## config.mk

```make
export PLATFORM = sky130hd
export DESIGN_NAME = ldma_chan
export DESIGN_NICKNAME = d
export VERILOG_FILES = /design/src/rtl/ldma_pkg.sv /design/src/rtl/ldma_linkram.sv /design/src/rtl/ldma_evt.sv /design/src/rtl/ldma_xfer.sv /design/src/rtl/ldma_chan.sv
export SDC_FILE = /design/constraint.sdc
export NUM_CORES = 1
export LEC_CHECK = 0
export ABC_CLOCK_PERIOD_IN_PS = 7400
export BUFFER_PORTS_ARGS = -buffer_cell sky130_fd_sc_hd__buf_2
export CAP_MARGIN = 20
export CORE_ASPECT_RATIO = 1.75
export CORE_MARGIN = 4
export CORE_UTILIZATION = 45
export DETAILED_ROUTE_END_ITERATION = 12
export REMOVE_ABC_BUFFERS = 1
export SETUP_SLACK_MARGIN = 0.2
export SYNTH_ARGS = -nofsm -noshare
export SYNTH_HDL_FRONTEND = slang
export SYNTH_SLANG_ARGS = --single-unit
```

## constraint.sdc

```tcl
create_clock -name clk -period 7.4 [get_ports clk]
set_input_delay 0 -clock clk [delete_from_list [all_inputs] [get_ports clk]]
set_output_delay 0 -clock clk [all_outputs]
set_load 0.1 [all_outputs]
```

## src/rtl/ldma_pkg.sv

```systemverilog
package ldma_pkg;
  localparam int AW       = 32;
  localparam int CW       = 16;
  localparam int LW       = 4;
  localparam int LINK_LSB = 16;
  localparam int IE_BIT   = 24;
  localparam logic [LW-1:0] NULL_LINK = 4'hF;

  localparam int CMD_TRIG     = 0;
  localparam int CMD_CLR_MISS = 1;
  localparam int CMD_CLR_WERR = 2;

  typedef enum logic [1:0] {
    FLD_SRC  = 2'd0,
    FLD_DST  = 2'd1,
    FLD_CTRL = 2'd2,
    FLD_CMD  = 2'd3
  } fld_e;

  typedef enum logic [1:0] {
    ST_IDLE   = 2'd0,
    ST_RDREQ  = 2'd1,
    ST_RDWAIT = 2'd2,
    ST_WR     = 2'd3
  } xst_e;

  typedef struct packed {
    logic          ie;
    logic [LW-1:0] link;
    logic [CW-1:0] cnt;
    logic [AW-1:0] dst;
    logic [AW-1:0] src;
  } desc_t;

  localparam desc_t NULL_DESC = '{ie: 1'b0, link: NULL_LINK, cnt: '0, dst: '0, src: '0};
endpackage

```

## src/rtl/ldma_linkram.sv

```systemverilog
module ldma_linkram
  import ldma_pkg::*;
#(
  parameter int NSLOT  = 4,
  localparam int SLOT_W = $clog2(NSLOT)
) (
  input  logic              clk,
  input  logic              we,
  input  logic [SLOT_W-1:0] widx,
  input  fld_e              wfld,
  input  logic [31:0]       wdata,
  input  logic [LW-1:0]     ridx,
  output desc_t             rdesc
);
  // Link descriptor store; entry 0 is never written (the active slot lives in the engine).
  logic [AW-1:0] src_m [NSLOT];
  logic [AW-1:0] dst_m [NSLOT];
  logic [CW-1:0] cnt_m [NSLOT];
  logic [LW-1:0] lnk_m [NSLOT];
  logic          ie_m  [NSLOT];

  always_ff @(posedge clk) begin
    if (we) begin
      case (wfld)
        FLD_SRC:  src_m[widx] <= wdata[AW-1:0];
        FLD_DST:  dst_m[widx] <= wdata[AW-1:0];
        FLD_CTRL: begin
          cnt_m[widx] <= wdata[CW-1:0];
          lnk_m[widx] <= wdata[LINK_LSB +: LW];
          ie_m[widx]  <= wdata[IE_BIT];
        end
        default: ;
      endcase
    end
  end

  // Only indices 1..NSLOT-1 name a link slot; everything else reads as the null descriptor.
  logic sel_ok;
  assign sel_ok = (ridx != '0) && (32'(ridx) < NSLOT);

  generate
    if (SLOT_W < LW) begin : g_narrow
      logic [SLOT_W-1:0] ri;
      assign ri = ridx[SLOT_W-1:0];
      always_comb begin
        rdesc = NULL_DESC;
        if (sel_ok) rdesc = '{ie: ie_m[ri], link: lnk_m[ri], cnt: cnt_m[ri], dst: dst_m[ri], src: src_m[ri]};
      end
    end else begin : g_wide
      logic [SLOT_W-1:0] ri;
      assign ri = SLOT_W'(ridx);
      always_comb begin
        rdesc = NULL_DESC;
        if (sel_ok) rdesc = '{ie: ie_m[ri], link: lnk_m[ri], cnt: cnt_m[ri], dst: dst_m[ri], src: src_m[ri]};
      end
    end
  endgenerate
endmodule

```

## src/rtl/ldma_evt.sv

```systemverilog
module ldma_evt (
  input  logic clk,
  input  logic rst,
  input  logic evt,
  input  logic busy,
  input  logic act_valid,
  input  logic done,
  input  logic next_valid,
  input  logic clr_miss,
  output logic start,
  output logic missed_flag
);
  logic pend_q, pend_d, miss;

  always_comb begin
    start  = 1'b0;
    miss   = 1'b0;
    pend_d = pend_q;
    if (done) begin
      if (next_valid) begin
        start  = pend_q | evt;
        pend_d = pend_q & evt;
      end else begin
        miss   = pend_q | evt;
        pend_d = 1'b0;
      end
    end else if (busy) begin
      if (evt) begin
        if (pend_q) miss = 1'b1;
        else        pend_d = 1'b1;
      end
    end else if (evt) begin
      if (act_valid) start = 1'b1;
      else           miss  = 1'b1;
    end
  end

  always_ff @(posedge clk) begin
    if (rst) begin
      pend_q      <= 1'b0;
      missed_flag <= 1'b0;
    end else begin
      pend_q      <= pend_d;
      missed_flag <= miss | (missed_flag & ~clr_miss);
    end
  end
endmodule

```

## src/rtl/ldma_xfer.sv

```systemverilog
module ldma_xfer
  import ldma_pkg::*;
#(
  parameter int DATA_W = 32
) (
  input  logic              clk,
  input  logic              rst,
  input  logic              act_we,
  input  fld_e              act_fld,
  input  logic [31:0]       act_wdata,
  input  logic              start,
  input  desc_t             nxt,
  output logic              busy,
  output logic              act_valid,
  output logic              done,
  output logic [LW-1:0]     act_link,
  output logic              irq,
  output logic              rd_req_valid,
  input  logic              rd_req_ready,
  output logic [AW-1:0]     rd_req_addr,
  input  logic              rd_rsp_valid,
  input  logic [DATA_W-1:0] rd_rsp_data,
  output logic              wr_valid,
  input  logic              wr_ready,
  output logic [AW-1:0]     wr_addr,
  output logic [DATA_W-1:0] wr_data
);
  xst_e              st;
  logic [AW-1:0]     a_src, a_dst;
  logic [CW-1:0]     a_cnt;
  logic [LW-1:0]     a_link;
  logic              a_ie;
  logic [DATA_W-1:0] buf_q;

  assign busy         = (st != ST_IDLE);
  assign act_valid    = (a_cnt != '0);
  assign act_link     = a_link;
  assign done         = (st == ST_WR) && wr_ready && (a_cnt == CW'(1));
  assign rd_req_valid = (st == ST_RDREQ);
  assign rd_req_addr  = a_src;
  assign wr_valid     = (st == ST_WR);
  assign wr_addr      = a_dst;
  assign wr_data      = buf_q;

  always_ff @(posedge clk) begin
    if (rst) begin
      st     <= ST_IDLE;
      a_src  <= '0;
      a_dst  <= '0;
      a_cnt  <= '0;
      a_link <= NULL_LINK;
      a_ie   <= 1'b0;
      buf_q  <= '0;
      irq    <= 1'b0;
    end else begin
      irq <= done & a_ie;
      case (st)
        ST_IDLE: begin
          if (act_we) begin
            case (act_fld)
              FLD_SRC:  a_src <= act_wdata[AW-1:0];
              FLD_DST:  a_dst <= act_wdata[AW-1:0];
              FLD_CTRL: begin
                a_cnt  <= act_wdata[CW-1:0];
                a_link <= act_wdata[LINK_LSB +: LW];
                a_ie   <= act_wdata[IE_BIT];
              end
              default: ;
            endcase
          end
          if (start) st <= ST_RDREQ;
        end
        ST_RDREQ: if (rd_req_ready) st <= ST_RDWAIT;
        ST_RDWAIT: begin
          if (rd_rsp_valid) begin
            buf_q <= rd_rsp_data;
            st    <= ST_WR;
          end
        end
        ST_WR: begin
          if (wr_ready) begin
            if (a_cnt == CW'(1)) begin
              // element finished: reload the active slot from the linked descriptor
              a_src  <= nxt.src;
              a_dst  <= nxt.dst;
              a_cnt  <= nxt.cnt;
              a_link <= nxt.link;
              a_ie   <= nxt.ie;
              st     <= start ? ST_RDREQ : ST_IDLE;
            end else begin
              a_src <= a_src + AW'(1);
              a_dst <= a_dst + AW'(1);
              a_cnt <= a_cnt - CW'(1);
              st    <= ST_RDREQ;
            end
          end
        end
        default: st <= ST_IDLE;
      endcase
    end
  end
endmodule

```

## src/rtl/ldma_chan.sv

```systemverilog
module ldma_chan
  import ldma_pkg::*;
#(
  parameter int NSLOT  = 4,
  parameter int DATA_W = 32,
  localparam int SLOT_W = $clog2(NSLOT)
) (
  input  logic              clk,
  input  logic              rst,
  input  logic              cfg_we,
  input  logic [SLOT_W+1:0] cfg_addr,
  input  logic [31:0]       cfg_wdata,
  input  logic              evt_in,
  output logic              rd_req_valid,
  input  logic              rd_req_ready,
  output logic [31:0]       rd_req_addr,
  input  logic              rd_rsp_valid,
  input  logic [DATA_W-1:0] rd_rsp_data,
  output logic              wr_valid,
  input  logic              wr_ready,
  output logic [31:0]       wr_addr,
  output logic [DATA_W-1:0] wr_data,
  output logic              irq,
  output logic              missed_flag,
  output logic              wr_err
);
  fld_e              fld;
  logic [SLOT_W-1:0] slot;
  logic              is_cmd, fld_we, act_hit;
  logic              act_we, link_we, werr_set;
  logic              evt, clr_miss, clr_werr;
  logic              busy, act_valid, done, start;
  logic [LW-1:0]     act_link;
  desc_t             nxt;

  assign fld      = fld_e'(cfg_addr[1:0]);
  assign slot     = cfg_addr[SLOT_W+1:2];
  assign is_cmd   = cfg_we && (fld == FLD_CMD);
  assign fld_we   = cfg_we && (fld != FLD_CMD);
  assign act_hit  = fld_we && (slot == '0);
  assign act_we   = act_hit && !busy;
  assign werr_set = act_hit && busy;
  assign link_we  = fld_we && (slot != '0);
  assign evt      = evt_in | (is_cmd & cfg_wdata[CMD_TRIG]);
  assign clr_miss = is_cmd & cfg_wdata[CMD_CLR_MISS];
  assign clr_werr = is_cmd & cfg_wdata[CMD_CLR_WERR];

  ldma_linkram #(.NSLOT(NSLOT)) u_ram (
    .clk  (clk),
    .we   (link_we),
    .widx (slot),
    .wfld (fld),
    .wdata(cfg_wdata),
    .ridx (act_link),
    .rdesc(nxt)
  );

  ldma_evt u_evt (
    .clk        (clk),
    .rst        (rst),
    .evt        (evt),
    .busy       (busy),
    .act_valid  (act_valid),
    .done       (done),
    .next_valid (nxt.cnt != '0),
    .clr_miss   (clr_miss),
    .start      (start),
    .missed_flag(missed_flag)
  );

  ldma_xfer #(.DATA_W(DATA_W)) u_xfer (
    .clk         (clk),
    .rst         (rst),
    .act_we      (act_we),
    .act_fld     (fld),
    .act_wdata   (cfg_wdata),
    .start       (start),
    .nxt         (nxt),
    .busy        (busy),
    .act_valid   (act_valid),
    .done        (done),
    .act_link    (act_link),
    .irq         (irq),
    .rd_req_valid(rd_req_valid),
    .rd_req_ready(rd_req_ready),
    .rd_req_addr (rd_req_addr),
    .rd_rsp_valid(rd_rsp_valid),
    .rd_rsp_data (rd_rsp_data),
    .wr_valid    (wr_valid),
    .wr_ready    (wr_ready),
    .wr_addr     (wr_addr),
    .wr_data     (wr_data)
  );

  always_ff @(posedge clk) begin
    if (rst) wr_err <= 1'b0;
    else     wr_err <= werr_set | (wr_err & ~clr_werr);
  end
endmodule

```

==> results.toml <==
[pwr]
p_seq_share_pct = 44.4
p_sw_w = 0.00229
peakVddDrop_v = 0.000196
power.switching_fraction_pct = 32.3
cellLeakagePower_nw = 8.54
power_frac_comb_pct = 23.5
p_int_w = 0.00481
p_per_area_nw_per_um2 = 297
pwr-share-clk_pct = 32.1

[final_layout]
final_area_sq_um = 23900
layout.cells.non_filler = 2400
syn2layout_area_growth_pct = 20.3
final_core_util_pct = 55.0
drive_above_1_share_pct = 21.2
regArea_sq_um = 12700
nets = 1884
multi_input_area_sq_um = 7030
num-fill-cells = 3626
num_antenna_cells = 0

[placement]
finalWeightedCongestion = 0.903
dpl_cell_area_sq_um = 21700
pre_cts_slack_ns = 3.77
dp.cells = 2245
io_buffers = 175
dp_hpwl_microns = 39200

[critical_path]
crit_buf_inv = 2
cp_num_cells = 8
reg2reg_depth = 8
cp_top_family = "simple AND/OR/NAND/NOR gates"
critPathLaunchType = "flop"
path_max_fanout = 39
slowest_stage = "nor3_2"
cp.required_ns = 7.85
cp.arrival_ns = 4.21
path_common_cell = "buf_4"
worst_setup_path_end_kind = "flop"
critPathMaxStageDelay_ns = 0.76
path_cells = "ha_2 -> buf_4 -> nor2b_1 -> a31oi_1 -> nor3_2 -> buf_4 -> nand2_1 -> o32ai_1"
criticalPathCategory = "flop to flop"

[global_route]
grt_max_degree = 71
track_usage_pct = 24.1
grt_pass1_wl_microns = 88300
grt_pass1_vias = 14300
antenna_found_initial = 0
grt-ovfl-total = 0

[synthesis]
synth_cell_types = 72
synth_edf_count = 340
avgSynthCellArea_sq_um = 13.4
synth-main-ff-cell = "edfxtp_1"
synth_area_sq_um = 19900
yosysSeqAreaShare_pct = 64.0
synth-async-reset-ratio_pct = 0
synth-seq-cells = 465
syn_inst = 1487
ys.warnings.count = 0

[sta]
setup_viol = 0
rsz0062_at_grt = "false"
final.setup_skew_ns = 0.0188
worst_pin_slew_ns = 1.06
finalHoldViolCount = 0
fin_crit_ns = 3.76
fin_ws_ns = 3.64
final-max-slew-violation-count = 0
tns_ns = 0
clock.fmax_ghz = 0.266
layout_worst_path_cycle_share_pct = 50.8
maxSlewHeadroom_pct = 29.6

[clock_network]
post_cts_resize_count = 0
cts_buffer_depth = 3
clock-sinks = 465
tritoncts = "done"
cts_root_buf = "clkbuf_16"
cts_buffers = 43
clkTransAtPathRegs_ns = 0.07
htree_levels = 2
clk_latency_ns = 0.56

[floorplan]
core_area_sq_um = 43500
rows = 101
die_h_microns = 286
die_x_microns = 167
boundaryPins = 176
start_util_pct = 45.7
die_area_sq_um = 47700

[detailed_routing]
post-route-drc-count = 0
num_vias = 14100
drt-initial-drc-count = 1056
viasPerCell = 5.88
dr.pass1.iters = 5
wl_per_cell_microns = 24.4
drt-total-wl_microns = 58600
drt.antenna.violating_nets = 0

[min_path]
hold-path-cell-count = 5
hold_class = "input pin to flop"

[run]
drv_cap = 0

[status]
status = "finished, final reports clean"
[logic make-up after synthesis]
family | share of synthesized area [%]
muxes | 9.74
xor gates and xnor gates | 1.23
buffers and inverters | 2.59
DFF | 64.0
AOI/OAI and AO/OA | 10.5
adders and majority gates | 0.567
and+or+nand+nor | 11.4
other | 0.0189
[worst register-to-register path, stage by stage (launching register included)]
cell and delay [ns]:
dfxtp_1 0.43, ha_2 0.48, buf_4 0.50, nor2b_1 0.30, a31oi_1 0.11, nor3_2 0.76, buf_4 0.47, nand2_1 0.37
o32ai_1 0.24
[path summary, 6_finish.rpt]
kind / start / endpoint / slack, ns
hold reg to reg: u_xfer.wr_data[27]$_SDFFE_PP0P_ / u_xfer.wr_data[27]$_SDFFE_PP0P_ / 0.45
hold / removal: evt_in / u_evt.missed_flag$_SDFF_PP0_ / 0.05
setup / recovery: u_xfer.st[0]$_SDFFE_PP0P_ / u_xfer.wr_addr[24]$_SDFFE_PP0P_ / 3.64
setup reg to reg: u_xfer.st[0]$_SDFFE_PP0P_ / u_xfer.wr_addr[24]$_SDFFE_PP0P_ / 3.64
[registers in the layout, indices dropped and copies added, names as in the netlist, named ones only]
signal              count
u_xfer.act_link         4
u_ram.lnk_m            16
u_xfer.wr_addr         32
u_xfer.wr_data         32
u_xfer.rd_req_addr     32
u_evt.pend_q            1
u_ram.src_m           128
u_ram.dst_m           128
u_ram.ie_m              4
u_ram.cnt_m            64
u_xfer.irq              1
u_xfer.a_ie             1
wr_err                  1
u_xfer.st               2
u_xfer.a_cnt           16
u_evt.missed_flag       1
[placed cells by master (no fill, tap or decap), types with 10 or more instances in the layout]
cell type	count
a211o_1	16
a211oi_1	21
a21oi_1	111
a311oi_1	23
a31oi_1	14
and3_1	20
and4_1	12
buf_2	174
buf_4	28
clkbuf_16	46
conb_1	85
dfxtp_1	123
dlygate4sd3_1	75
edfxtp_1	340
inv_1	32
mux4_2	85
nand2_1	148
nand3_1	43
nand4_1	22
nor2_1	84
nor2b_1	16
nor3_1	37
nor4_1	26
o21ai_0	35
o22ai_1	10
xnor2_1	17
xor2_1	11
[per-layer routing]
metal | part of all wire (%) | wire (microns) | GRT usage [%]
met5 | 0 | 0 | 0
met4 | 5.5 | 3220 | 11.9
met3 | 6.3 | 3700 | 3.97
met2 | 51 | 29900 | 42.6
met1 | 37 | 21800 | 28.4
[Yosys cell counts, drive strengths merged, types with 24 or more instances]
| master | instances | share of area, % |
|---|---|---|
| edfxtp | 340 | 51 |
| clkbuf | 67 | 1.3 |
| mux4 | 85 | 9.6 |
| nor4 | 27 | 0.93 |
| nand4 | 24 | 0.82 |
| o21ai | 37 | 0.93 |
| dfxtp | 125 | 13 |
| nor2 | 88 | 1.7 |
| nand2 | 148 | 2.8 |
| nand3 | 44 | 1.1 |
| nor3 | 47 | 1.2 |
| buf | 27 | 0.72 |
| inv | 30 | 0.57 |
| a21oi | 112 | 2.8 |
[through the flow]
step | hold WS (ns) | power [W]
finish | 0.0528 | 0.00710
global route | 0.0962 | 0.00736
CTS | 0.0502 | 0.00717
detailed placement | 0.246 | 0.00485
global placement | 0.242 | 0.00483
floorplan | 0.0691 | 0.00440
[power groups by stage]
stage,Sequential (W),Clock [W],Combinational (W)
6_report,0.00315,0.00228,0.00167
4_1_cts,0.00316,0.00233,0.00168
5_1_grt,0.00318,0.00242,0.00176
2_1_floorplan,0.00365,0,0.000756
3_3_place_gp,0.00320,0,0.00163
3_5_place_dp,0.00321,0,0.00164
[cell type report]
cell class              count  area share (%)
clock inverters            25           0.948
clock buffers              54            5.11
multi-input cells         980            29.4
inverters                  32           0.503
flip-flops and latches    465            53.2
well taps                 566            2.96
repair buffers            278            7.78
[what timing repair did]
action                    CTS  global route
hold endpoints to repair  405             0
buffers inserted            0             0
hold buffers               75             0
(Power assumes the default switching activity.)
